### src/rtl/srm_pkg.sv
package srm_pkg;
  localparam int SETUP_CODE_W = 6;
  localparam int SETUP_LOW_W  = 5;
  localparam int SETUP_SHIFT  = 7;
  localparam int SETUP_EFF_W  = 8;

  localparam int PULSE_CODE_W = 7;
  localparam int PULSE_LOW_W  = 6;
  localparam int PULSE_SHIFT  = 8;
  localparam int PULSE_EFF_W  = 9;

  localparam int CYCLE_CODE_W = 9;
  localparam int CYCLE_LOW_W  = 7;
  localparam int CYCLE_SHIFT  = 8;
  localparam int CYCLE_EFF_W  = 10;

  // wide enough for setup + pulse of the largest codes
  localparam int CNT_W = 11;

  // strobe slots: data strobe and chip select, per direction
  localparam int N_SLOT   = 4;
  localparam int SLOT_RDS = 0;
  localparam int SLOT_RCS = 1;
  localparam int SLOT_WRS = 2;
  localparam int SLOT_WCS = 3;

  typedef enum logic [1:0] {
    ST_IDLE,
    ST_TURN,
    ST_ACCESS,
    ST_DONE
  } acc_state_e;
endpackage

### src/rtl/srm_code_expand.sv
module srm_code_expand #(
  parameter int CODE_W = 6,
  parameter int LOW_W  = 5,
  parameter int SHIFT  = 7,
  parameter int EFF_W  = 8
) (
  input  logic [CODE_W-1:0] code_i,
  output logic [EFF_W-1:0]  eff_o
);
  localparam int HIGH_W = CODE_W - LOW_W;

  logic [HIGH_W-1:0] high_bits;
  logic [LOW_W-1:0]  low_bits;

  assign high_bits = code_i[CODE_W-1:LOW_W];
  assign low_bits  = code_i[LOW_W-1:0];
  // upper bits add a coarse offset, lower bits a fine count
  assign eff_o = (EFF_W'(high_bits) << SHIFT) | EFF_W'(low_bits);
endmodule

### src/rtl/srm_strobe_window.sv
module srm_strobe_window
  import srm_pkg::*;
(
  input  logic                   active_i,
  input  logic [CNT_W-1:0]       cnt_i,
  input  logic [SETUP_EFF_W-1:0] setup_i,
  input  logic [PULSE_EFF_W-1:0] pulse_i,
  output logic                   on_o
);
  logic [CNT_W-1:0] first_clk;
  logic [CNT_W-1:0] end_clk;

  assign first_clk = CNT_W'(setup_i);
  assign end_clk   = first_clk + CNT_W'(pulse_i);
  assign on_o      = active_i && (cnt_i >= first_clk) && (cnt_i < end_clk);
endmodule

### src/rtl/srm_access_fsm.sv
module srm_access_fsm
  import srm_pkg::*;
(
  input  logic                   clk,
  input  logic                   rst,
  input  logic                   req_valid_i,
  input  logic                   req_write_i,
  input  logic [CYCLE_EFF_W-1:0] rd_cycle_i,
  input  logic [CYCLE_EFF_W-1:0] wr_cycle_i,
  output logic                   load_o,
  output logic                   dir_sel_o,
  output logic                   dir_o,
  output acc_state_e             state_o,
  output acc_state_e             state_nxt_o,
  output logic [CNT_W-1:0]       cnt_o,
  output logic [CNT_W-1:0]       cnt_nxt_o
);
  acc_state_e             state_q, state_d;
  logic [CNT_W-1:0]       cnt_q, cnt_d;
  logic                   dir_q;
  logic                   seen_q;
  logic [CYCLE_EFF_W-1:0] cyc_len;
  logic                   last_clk;

  assign load_o    = (state_q == ST_IDLE) && req_valid_i;
  assign dir_sel_o = load_o ? req_write_i : dir_q;
  assign cyc_len   = dir_q ? wr_cycle_i : rd_cycle_i;
  // a zero length behaves as one clock
  assign last_clk  = (cnt_q + 1'b1) >= CNT_W'(cyc_len);

  always_comb begin
    state_d = state_q;
    cnt_d   = cnt_q;
    unique case (state_q)
      ST_IDLE: begin
        if (req_valid_i) begin
          cnt_d   = '0;
          state_d = (seen_q && (req_write_i != dir_q)) ? ST_TURN : ST_ACCESS;
        end
      end
      ST_TURN: begin
        cnt_d   = '0;
        state_d = ST_ACCESS;
      end
      ST_ACCESS: begin
        if (last_clk) state_d = ST_DONE;
        else          cnt_d   = cnt_q + 1'b1;
      end
      ST_DONE: state_d = ST_IDLE;
      default: state_d = ST_IDLE;
    endcase
  end

  always_ff @(posedge clk) begin
    if (rst) begin
      state_q <= ST_IDLE;
      cnt_q   <= '0;
      dir_q   <= 1'b0;
      seen_q  <= 1'b0;
    end else begin
      state_q <= state_d;
      cnt_q   <= cnt_d;
      if (load_o) begin
        dir_q  <= req_write_i;
        seen_q <= 1'b1;
      end
    end
  end

  assign dir_o       = dir_q;
  assign state_o     = state_q;
  assign state_nxt_o = state_d;
  assign cnt_o       = cnt_q;
  assign cnt_nxt_o   = cnt_d;
endmodule

### src/rtl/srm_timing_ctrl.sv
module srm_timing_ctrl
  import srm_pkg::*;
#(
  parameter int AW = 16,
  parameter int DW = 16,
  parameter int BW = DW / 8
) (
  input  logic                    clk,
  input  logic                    rst,
  input  logic                    req_valid,
  input  logic                    req_write,
  input  logic [AW-1:0]           req_addr,
  input  logic [BW-1:0]           req_be,
  input  logic [DW-1:0]           req_wdata,
  output logic                    req_ack,
  output logic [DW-1:0]           rsp_rdata,
  input  logic [SETUP_CODE_W-1:0] rd_strb_setup_code,
  input  logic [SETUP_CODE_W-1:0] rd_sel_setup_code,
  input  logic [SETUP_CODE_W-1:0] wr_strb_setup_code,
  input  logic [SETUP_CODE_W-1:0] wr_sel_setup_code,
  input  logic [PULSE_CODE_W-1:0] rd_strb_pulse_code,
  input  logic [PULSE_CODE_W-1:0] rd_sel_pulse_code,
  input  logic [PULSE_CODE_W-1:0] wr_strb_pulse_code,
  input  logic [PULSE_CODE_W-1:0] wr_sel_pulse_code,
  input  logic [CYCLE_CODE_W-1:0] rd_cycle_code,
  input  logic [CYCLE_CODE_W-1:0] wr_cycle_code,
  output logic [AW-1:0]           mem_addr,
  output logic [BW-1:0]           mem_be_n,
  output logic [DW-1:0]           mem_dout,
  output logic                    mem_dout_en,
  input  logic [DW-1:0]           mem_din,
  output logic                    mem_cs_n,
  output logic                    mem_oe_n,
  output logic                    mem_we_n
);
  // ---------------- code expansion ----------------
  logic [SETUP_CODE_W-1:0] setup_code [N_SLOT];
  logic [PULSE_CODE_W-1:0] pulse_code [N_SLOT];
  logic [SETUP_EFF_W-1:0]  setup_eff  [N_SLOT];
  logic [PULSE_EFF_W-1:0]  pulse_eff  [N_SLOT];
  logic [CYCLE_CODE_W-1:0] cycle_code [2];
  logic [CYCLE_EFF_W-1:0]  cycle_eff  [2];

  assign setup_code[SLOT_RDS] = rd_strb_setup_code;
  assign setup_code[SLOT_RCS] = rd_sel_setup_code;
  assign setup_code[SLOT_WRS] = wr_strb_setup_code;
  assign setup_code[SLOT_WCS] = wr_sel_setup_code;
  assign pulse_code[SLOT_RDS] = rd_strb_pulse_code;
  assign pulse_code[SLOT_RCS] = rd_sel_pulse_code;
  assign pulse_code[SLOT_WRS] = wr_strb_pulse_code;
  assign pulse_code[SLOT_WCS] = wr_sel_pulse_code;
  assign cycle_code[0]        = rd_cycle_code;
  assign cycle_code[1]        = wr_cycle_code;

  for (genvar gi = 0; gi < N_SLOT; gi++) begin : g_slot
    srm_code_expand #(
      .CODE_W(SETUP_CODE_W), .LOW_W(SETUP_LOW_W),
      .SHIFT(SETUP_SHIFT),   .EFF_W(SETUP_EFF_W)
    ) u_setup (
      .code_i(setup_code[gi]),
      .eff_o (setup_eff[gi])
    );
    srm_code_expand #(
      .CODE_W(PULSE_CODE_W), .LOW_W(PULSE_LOW_W),
      .SHIFT(PULSE_SHIFT),   .EFF_W(PULSE_EFF_W)
    ) u_pulse (
      .code_i(pulse_code[gi]),
      .eff_o (pulse_eff[gi])
    );
  end

  for (genvar gd = 0; gd < 2; gd++) begin : g_cycle
    srm_code_expand #(
      .CODE_W(CYCLE_CODE_W), .LOW_W(CYCLE_LOW_W),
      .SHIFT(CYCLE_SHIFT),   .EFF_W(CYCLE_EFF_W)
    ) u_cycle (
      .code_i(cycle_code[gd]),
      .eff_o (cycle_eff[gd])
    );
  end

  // ---------------- sequencing ----------------
  logic             load;
  logic             dir_sel;
  logic             dir_q;
  acc_state_e       state_q;
  acc_state_e       state_d;
  logic [CNT_W-1:0] cnt_q;
  logic [CNT_W-1:0] cnt_d;

  srm_access_fsm u_fsm (
    .clk        (clk),
    .rst        (rst),
    .req_valid_i(req_valid),
    .req_write_i(req_write),
    .rd_cycle_i (cycle_eff[0]),
    .wr_cycle_i (cycle_eff[1]),
    .load_o     (load),
    .dir_sel_o  (dir_sel),
    .dir_o      (dir_q),
    .state_o    (state_q),
    .state_nxt_o(state_d),
    .cnt_o      (cnt_q),
    .cnt_nxt_o  (cnt_d)
  );

  // ---------------- strobe windows (next-clock view) ----------------
  logic                   nxt_active;
  logic [SETUP_EFF_W-1:0] strb_setup;
  logic [PULSE_EFF_W-1:0] strb_pulse;
  logic [SETUP_EFF_W-1:0] sel_setup;
  logic [PULSE_EFF_W-1:0] sel_pulse;
  logic                   strb_on;
  logic                   sel_on;

  assign nxt_active = (state_d == ST_ACCESS);
  assign strb_setup = dir_sel ? setup_eff[SLOT_WRS] : setup_eff[SLOT_RDS];
  assign strb_pulse = dir_sel ? pulse_eff[SLOT_WRS] : pulse_eff[SLOT_RDS];
  assign sel_setup  = dir_sel ? setup_eff[SLOT_WCS] : setup_eff[SLOT_RCS];
  assign sel_pulse  = dir_sel ? pulse_eff[SLOT_WCS] : pulse_eff[SLOT_RCS];

  srm_strobe_window u_strb_win (
    .active_i(nxt_active),
    .cnt_i   (cnt_d),
    .setup_i (strb_setup),
    .pulse_i (strb_pulse),
    .on_o    (strb_on)
  );

  srm_strobe_window u_sel_win (
    .active_i(nxt_active),
    .cnt_i   (cnt_d),
    .setup_i (sel_setup),
    .pulse_i (sel_pulse),
    .on_o    (sel_on)
  );

  // ---------------- read sample point ----------------
  logic [CNT_W-1:0] rd_last_clk;
  logic             rd_sample;

  assign rd_last_clk = CNT_W'(setup_eff[SLOT_RDS]) + CNT_W'(pulse_eff[SLOT_RDS]) - 1'b1;
  assign rd_sample   = (state_q == ST_ACCESS) && !dir_q && (cnt_q == rd_last_clk);

  // ---------------- registered outputs ----------------
  logic          cs_n_q, oe_n_q, we_n_q, den_q;
  logic [AW-1:0] addr_q;
  logic [BW-1:0] be_n_q;
  logic [DW-1:0] dout_q;
  logic [DW-1:0] rdata_q;

  always_ff @(posedge clk) begin
    if (rst) begin
      cs_n_q  <= 1'b1;
      oe_n_q  <= 1'b1;
      we_n_q  <= 1'b1;
      den_q   <= 1'b0;
      addr_q  <= '0;
      be_n_q  <= '1;
      dout_q  <= '0;
      rdata_q <= '0;
    end else begin
      cs_n_q <= !sel_on;
      oe_n_q <= !(strb_on && !dir_sel);
      we_n_q <= !(strb_on && dir_sel);
      den_q  <= dir_sel && ((state_d == ST_ACCESS) || (state_d == ST_DONE));
      if (load) begin
        addr_q <= req_addr;
        be_n_q <= ~req_be;
        dout_q <= req_wdata;
      end
      if (rd_sample) rdata_q <= mem_din;
    end
  end

  assign req_ack     = (state_q == ST_DONE);
  assign rsp_rdata   = rdata_q;
  assign mem_addr    = addr_q;
  assign mem_be_n    = be_n_q;
  assign mem_dout    = dout_q;
  assign mem_dout_en = den_q;
  assign mem_cs_n    = cs_n_q;
  assign mem_oe_n    = oe_n_q;
  assign mem_we_n    = we_n_q;
endmodule

### config.mk
export PLATFORM = sky130hd
export DESIGN_NAME = srm_timing_ctrl
export DESIGN_NICKNAME = d
export VERILOG_FILES = /design/src/rtl/srm_pkg.sv /design/src/rtl/srm_code_expand.sv /design/src/rtl/srm_strobe_window.sv /design/src/rtl/srm_access_fsm.sv /design/src/rtl/srm_timing_ctrl.sv
export SDC_FILE = /design/constraint.sdc
export NUM_CORES = 1
export LEC_CHECK = 0
export CORE_MARGIN = 5
export CORE_UTILIZATION = 55
export DETAILED_ROUTE_END_ITERATION = 6
export DONT_BUFFER_PORTS = 1
export GPL_ROUTABILITY_DRIVEN = 0
export GPL_TIMING_DRIVEN = 0
export PLACE_DENSITY = 0.73
export SLEW_MARGIN = 25
export SYNTH_ARGS = -nofsm -noshare
export SYNTH_HDL_FRONTEND = slang
export SYNTH_SLANG_ARGS = --single-unit
### constraint.sdc
create_clock -name clk -period 12.75 [get_ports clk]
set_clock_uncertainty 0.1 [all_clocks]
set_input_delay 2.55 -clock clk [delete_from_list [all_inputs] [get_ports clk]]
set_output_delay 2.55 -clock clk [all_outputs]
set_load 0.03 [all_outputs]
# Word-level counts from Yosys, hierarchy flattened
# Cells that the tools add are included.
# totals
register_bits	69
output_inout_bits	55
word_cells	71
# classes
n_addsub	5
magnitude_cmp	5
n_eq_ne	7
mux	13
bitwise_logic	11
reduce_logical	18
# op_table
operator	count
$or 9x6->9	4
$pmux 11 s3	1
$or 8x5->8	4
$add 8x9->10	3
$ge 11x8->1	2
$lt 11x11->1	2
$mux 11	2
$or 10x7->10	2
$mux 9	2
$mux 8	2
$add 11x1->11 const B	1
$eq 11x11->1	1
$ge 11x10->1	1
$logic_and 1x1->1	11
$sub 10x1->11 const B	1
$mux 10	1
$eq 2x2->1 const B	4
$pmux 2 s4	1
$mux 2	3
$logic_not 1->1	5
$eq 2x1->1 const B	1
$logic_not 2->1	1
$not 2->2	1
$logic_or 1x1->1	1
2 further kinds	2

# Depth between registers and ports, before layout
# depth
word_depth	10
depth_mapped	22
ltp_nobuf	19

# By module
# A second synthesis with hierarchy kept.
# hier_totals
hier_cells	813
area_unflattened_um2	6789.0
# modules_own_cells
module	instances	cells_each	area_each_um2	seq_area_each_um2
srm_timing_ctrl	1	345	3088.0	1081.0
srm_access_fsm	1	177	1483.9	300.3
srm_strobe_window at u_sel_win	1	97	759.5	0.0
srm_strobe_window at u_strb_win	1	96	759.5	0.0
srm_code_expand at g_slot[0].u_pulse ...	4	10	71.3	0.0
srm_code_expand at g_slot[0].u_setup ...	4	9	63.8	0.0
srm_code_expand at g_cycle[0].u_cycle ...	2	11	78.8	0.0

# Worst setup path before layout
# Ideal clock, no wire load.
# synth_timing
path_kind	in2reg
from	input req_valid
to	register cs_n_q (netlist: mem_cs_n)
setup_ns	0.128
arrival_ns	5.856
slack_ns	6.666
stages	18
n_path_buf	2
path_cell_list	and2_1 clkbuf_1 mux2i_1 buf_1 mux2i_1 inv_1 ha_1 a21o_1 a21oi_1 o21bai_1 a21oi_1 xnor2_1 ha_1 nand4_1 nor2_1 a221oi_1 o21ai_0 nand4b_1
# synth_via
elab_chain_cells	7
elab_cells_between_ends	15
cone_classes	add/sub: 1; order compare: 2; eq/ne: 1; mux: 7; reduce/logical: 4
# synth_rtl
element	line_no	text
start: declaration	srm_timing_ctrl.sv:10	input logic req_valid,
$logic_and 1x1->1	srm_access_fsm.sv:25	assign load_o = (state_q == ST_IDLE) && req_valid_i;
$mux 1	srm_access_fsm.sv:26	assign dir_sel_o = load_o ? req_write_i : dir_q;
$mux 8 / $mux 9 (equally long branches)	srm_timing_ctrl.sv:119, srm_timing_ctrl.sv:120	
$add 8x9->10 / $ge 11x8->1 (equally long branches)	srm_strobe_window.sv:14, srm_strobe_window.sv:15	
$lt 11x11->1 / $logic_and 1x1->1 (equally long branches)	srm_strobe_window.sv:15	assign on_o = active_i && (cnt_i >= first_clk) && (cnt_i < end_clk);
$logic_and 1x1->1 *	srm_strobe_window.sv:15	
$logic_not 1->1 *	srm_timing_ctrl.sv:163	cs_n_q <= !sel_on;
end signal: assignment	srm_timing_ctrl.sv:163	
end: declaration	srm_timing_ctrl.sv:146	logic cs_n_q, oe_n_q, we_n_q, den_q;
# Every way passes the cells marked *; elsewhere a longest branch is shown, timed or not.
# A chain may end at the register's enable or synchronous reset.

# Worst setup path in the final report
# layout_timing
from	input req_valid
to	register oe_n_q (netlist: mem_oe_n)
# layout_via
elab_chain_cells	8
elab_cells_between_ends	17
cone_classes	add/sub: 1; order compare: 2; eq/ne: 1; mux: 7; reduce/logical: 6
# layout_rtl
element	line_no	text
$logic_and 1x1->1	srm_access_fsm.sv:25	
$mux 1	srm_access_fsm.sv:26	
$mux 8 / $mux 9 (equally long branches)	srm_timing_ctrl.sv:117, srm_timing_ctrl.sv:118	
$add 8x9->10 / $ge 11x8->1 (equally long branches)	srm_strobe_window.sv:14, srm_strobe_window.sv:15	
$lt 11x11->1 / $logic_and 1x1->1 (equally long branches)	srm_strobe_window.sv:15	
$logic_and 1x1->1	srm_strobe_window.sv:15	
$logic_and 1x1->1 *	srm_timing_ctrl.sv:164	oe_n_q <= !(strb_on && !dir_sel);
$logic_not 1->1 *	srm_timing_ctrl.sv:164	
end signal: assignment	srm_timing_ctrl.sv:164	
end: declaration	srm_timing_ctrl.sv:146	
# Marked as above.

==> impl_metrics.yaml <==
final_layout:
  area_of_all_placed_cells_without_fillers_um2: 5350
  design.final.nets: 794
  syn_to_final_growth_pct: 7.74
  final_layout_size_suffix_gt1_share_pct: 7.73
  final_cells: 716
  utilization_pct: 61.0
  antenna-diode-count: 0
yosys:
  postSynthCellCount: 592
  synth_top_flop_cell: "sky130_fd_sc_hd__dfxtp_1"
  synth-async-reset-ratio_pct: 0
  synth.yosys.seq_area_share_pct: 27.8
  synth_edf_count: 0
  dominant_cell_by_count_in_the_synthesized_netlist: "sky130_fd_sc_hd__nand2_1"
  synth.cells.most_frequent: "sky130_fd_sc_hd__nand2_1, sky130_fd_sc_hd__dfxtp_1, sky130_fd_sc_hd__ha_1"
  synth_seq_cells: 69
  synth.lib_cells_used.distinct: 55
  netlist.top_cell.by_area: "sky130_fd_sc_hd__dfxtp_1"
  mappedNetlistArea_um2: 4960
  synthesis.nets: 783
  post_synth_main_area_contributors: "sky130_fd_sc_hd__dfxtp_1, sky130_fd_sc_hd__ha_1, sky130_fd_sc_hd__mux2i_1, sky130_fd_sc_hd__nand2_1, sky130_fd_sc_hd__a21oi_1"
  synth.yosys.warnings: 0
  yosys.area.top_type_share_pct: 27.8
  synthesis.area_per_instance_um2: 8.38
timing:
  clock.fmax_mhz: 156
  min_period_ps: 6410
  finalHoldViolCount: 0
  timing.final.ws_setup_ps: 6340
  setup_violations: 0
  slew_viol_final: 0
  maxSlewHeadroom_pct: 38.4
  timing_worst_slew_pin_value_ps: 910
  grt_setup_unrepaired: "no"
  setup-tns-final_ps: 0
  hold_ws_ps: 365
  finalCritPeriodShare_pct: 50.3
placement:
  placed_cell_area_um2: 5100
  placed_cells: 700
  post-place-ws_ps: 5960
  dp_hpwl_um: 10000
  numPortBuffers: 0
worst_setup_path:
  cell_breakdown_of_the_critical_path: "and2_1 > clkbuf_1 > mux2i_1 > buf_1 > mux2i_1 > inv_1 > ha_1 > a21o_1 > a21oi_1 > o21bai_1 > a21oi_1 > xnor2_1 > ha_1 > a21oi_1 > nor2b_1 > o311ai_2 > nand4_1"
  cp.arrival_ps: 6500
  critical-path-slowest-cell: "sky130_fd_sc_hd__buf_1"
  crit-reg2reg-capture: "mem_oe_n"
  path_common_cell: "sky130_fd_sc_hd__a21oi_1"
  rr_startpoint: "u_fsm.dir_o"
  worst_path_largest_cell_delay_ps: 570
  setup.reg_to_reg.worst_slack_ps: 7530
  start_kind: "input port"
  worst_reg2reg_path_length_in_cells: 19
  path_delay_family: "compound AO/OA/AOI/OAI gates"
  critPathCaptureType: "flop"
  critical_path_buf_inv_count: 3
  cp_data_required_time_ps: 12850
  timing.critical_path.fanout_max: 10
  path_class: "in -> reg"
route:
  routed-via-count: 4134
  drtPass1Iterations: 4
  routed_via_density: 5.77
  finalWirelength_um: 12300
  drtIter0Drc: 178
  drt.antenna.violating_nets: 0
  routedWlPerCell_um: 17.2
  post-route-drc-count: 0
clock_network:
  postCtsHoldBufs: 0
  cts-root-to-sink-buffers: 2
  cts_made_buffers: 9
  cts_setup_buffers: 0
  clk_sinks: 69
  clock_tree_from_tritoncts: "yes"
  clk_root_buffer_cell: "sky130_fd_sc_hd__clkbuf_8"
  cts.htree.levels: 3
  clk_latency_worst_skew_pair_ps: 340
  clkTransAtPathRegs_ps: 70
  cts_resized: 0
floorplanning:
  die-width_um: 105
  initial_core_util_pct: 56.6
  fp.dieArea_um2: 11000
  core-area_um2: 8760
  placement_rows: 34
  fp.dieH_um: 105
  num_io_pins: 179
global_routing:
  number_of_antenna_violations_at_the_first_check_in_global_routing: 0
  gr-usage-all-layers_pct: 21.6
  first_pass_grt_wire_length_um: 19800
  number_of_global_route_vias_before_repair: 4145
  globalRoute.totalOverflow: 0
  grt_max_degree: 13
status:
  run_status: "completed"
run:
  timing.max_cap.violations: 0
hold_path:
  worstHoldPathType: "reg -> reg"
  worst_hold_path.endpoint: "u_fsm.seen_q"
  hold_start: "u_fsm.seen_q"
  whs_path_depth: 2
power:
  vdd.ir_drop.worst_uv: 58.0
  leakage_nw: 2.55
  total_power_mw: 0.634
  power_dens_cells_nw_per_um2: 119
power by group:
group          leakage [nW]  total, mW  internal (mW)  switching [mW]
Clock                 0.124      0.219          0.136          0.0830
Sequential            0.562      0.253          0.227          0.0267
Combinational          1.86      0.162         0.0712          0.0908
state kept, by name (all words and copies together), names as in the netlist:
| signal | cells |
|---|---|
| u_fsm.cnt_o | 11 |
| mem_dout_en | 1 |
| mem_oe_n | 1 |
| u_fsm.state_o | 2 |
| mem_cs_n | 1 |
| mem_be_n | 2 |
| rsp_rdata | 16 |
| u_fsm.dir_o | 1 |
| mem_addr | 16 |
| mem_we_n | 1 |
| mem_dout | 16 |
| u_fsm.seen_q | 1 |
routing by layer:
metal  GRT usage [%]  wire length (µm)  vias to the layer above
li1                -                 -                     2055
met1            26.0              4960                     1903
met2            36.6              6140                      153
met3            6.54               942                       23
met4            6.76               240                        0
met5               0                 0                        -
area by class of cell:
cell class	instances	area, µm²
well taps	108	135
fillers	817	3420
plain buffers	30	146
clock buffers	11	141
flip-flops and latches	69	1380
clock inverters	5	108
multi-input cells	448	3260
inverters	45	169
worst reg2reg max path, delay by kind of cell (launching register included):
family | cells | cell delay, ps
buffers and inverters | 2 | 740
muxes | 1 | 420
AOI/OAI and AO/OA | 8 | 2120
DFF | 1 | 370
and+or+nand+nor | 6 | 750
adders and majority gates | 2 | 640
logic make-up after synthesis:
group                      count (synthesis)  share of synthesized area (%)
and+or+nand+nor                          180                           17.0
AOI/OAI and AO/OA                        114                           14.5
buffers and inverters                     75                           6.36
DFF                                       69                           27.8
adders and majority gates                 67                           17.4
muxes                                     53                           11.0
xor gates and xnor gates                  34                           6.00
how the worst max path moves through the flow:
stage | cells past startpoint | from | slack [ps] | end
after floorplan | 18 | req_valid | 6670 | mem_cs_n
after global placement | 17 | req_valid | 6040 | mem_we_n
after detailed placement | 17 | req_valid | 5960 | mem_oe_n
after CTS | 17 | req_valid | 6300 | mem_oe_n
after global routing | 17 | req_valid | 5910 | mem_oe_n
final | 17 | req_valid | 6340 | mem_oe_n
placed cells by master (no fill, tap or decap), types with 4 or more instances in the layout:
master and instances:
sky130_fd_sc_hd__mux2i_1 40, sky130_fd_sc_hd__a221oi_1 4, sky130_fd_sc_hd__clkbuf_8 10, sky130_fd_sc_hd__a31oi_1 5
sky130_fd_sc_hd__o21bai_1 4, sky130_fd_sc_hd__inv_1 45, sky130_fd_sc_hd__nor2_1 36, sky130_fd_sc_hd__mux2_2 13
sky130_fd_sc_hd__nor3_1 7, sky130_fd_sc_hd__nand3_1 7, sky130_fd_sc_hd__nand2b_1 5, sky130_fd_sc_hd__a21oi_1 54
sky130_fd_sc_hd__clkbuf_1 18, sky130_fd_sc_hd__nor2b_1 13, sky130_fd_sc_hd__ha_1 64, sky130_fd_sc_hd__xnor2_1 24
sky130_fd_sc_hd__nand4_1 6, sky130_fd_sc_hd__o21ai_0 16, sky130_fd_sc_hd__nand2_1 83, sky130_fd_sc_hd__dfxtp_1 69
sky130_fd_sc_hd__buf_4 6, sky130_fd_sc_hd__a21o_1 11, sky130_fd_sc_hd__xor2_1 10
Power figures use the tool's default switching activity.
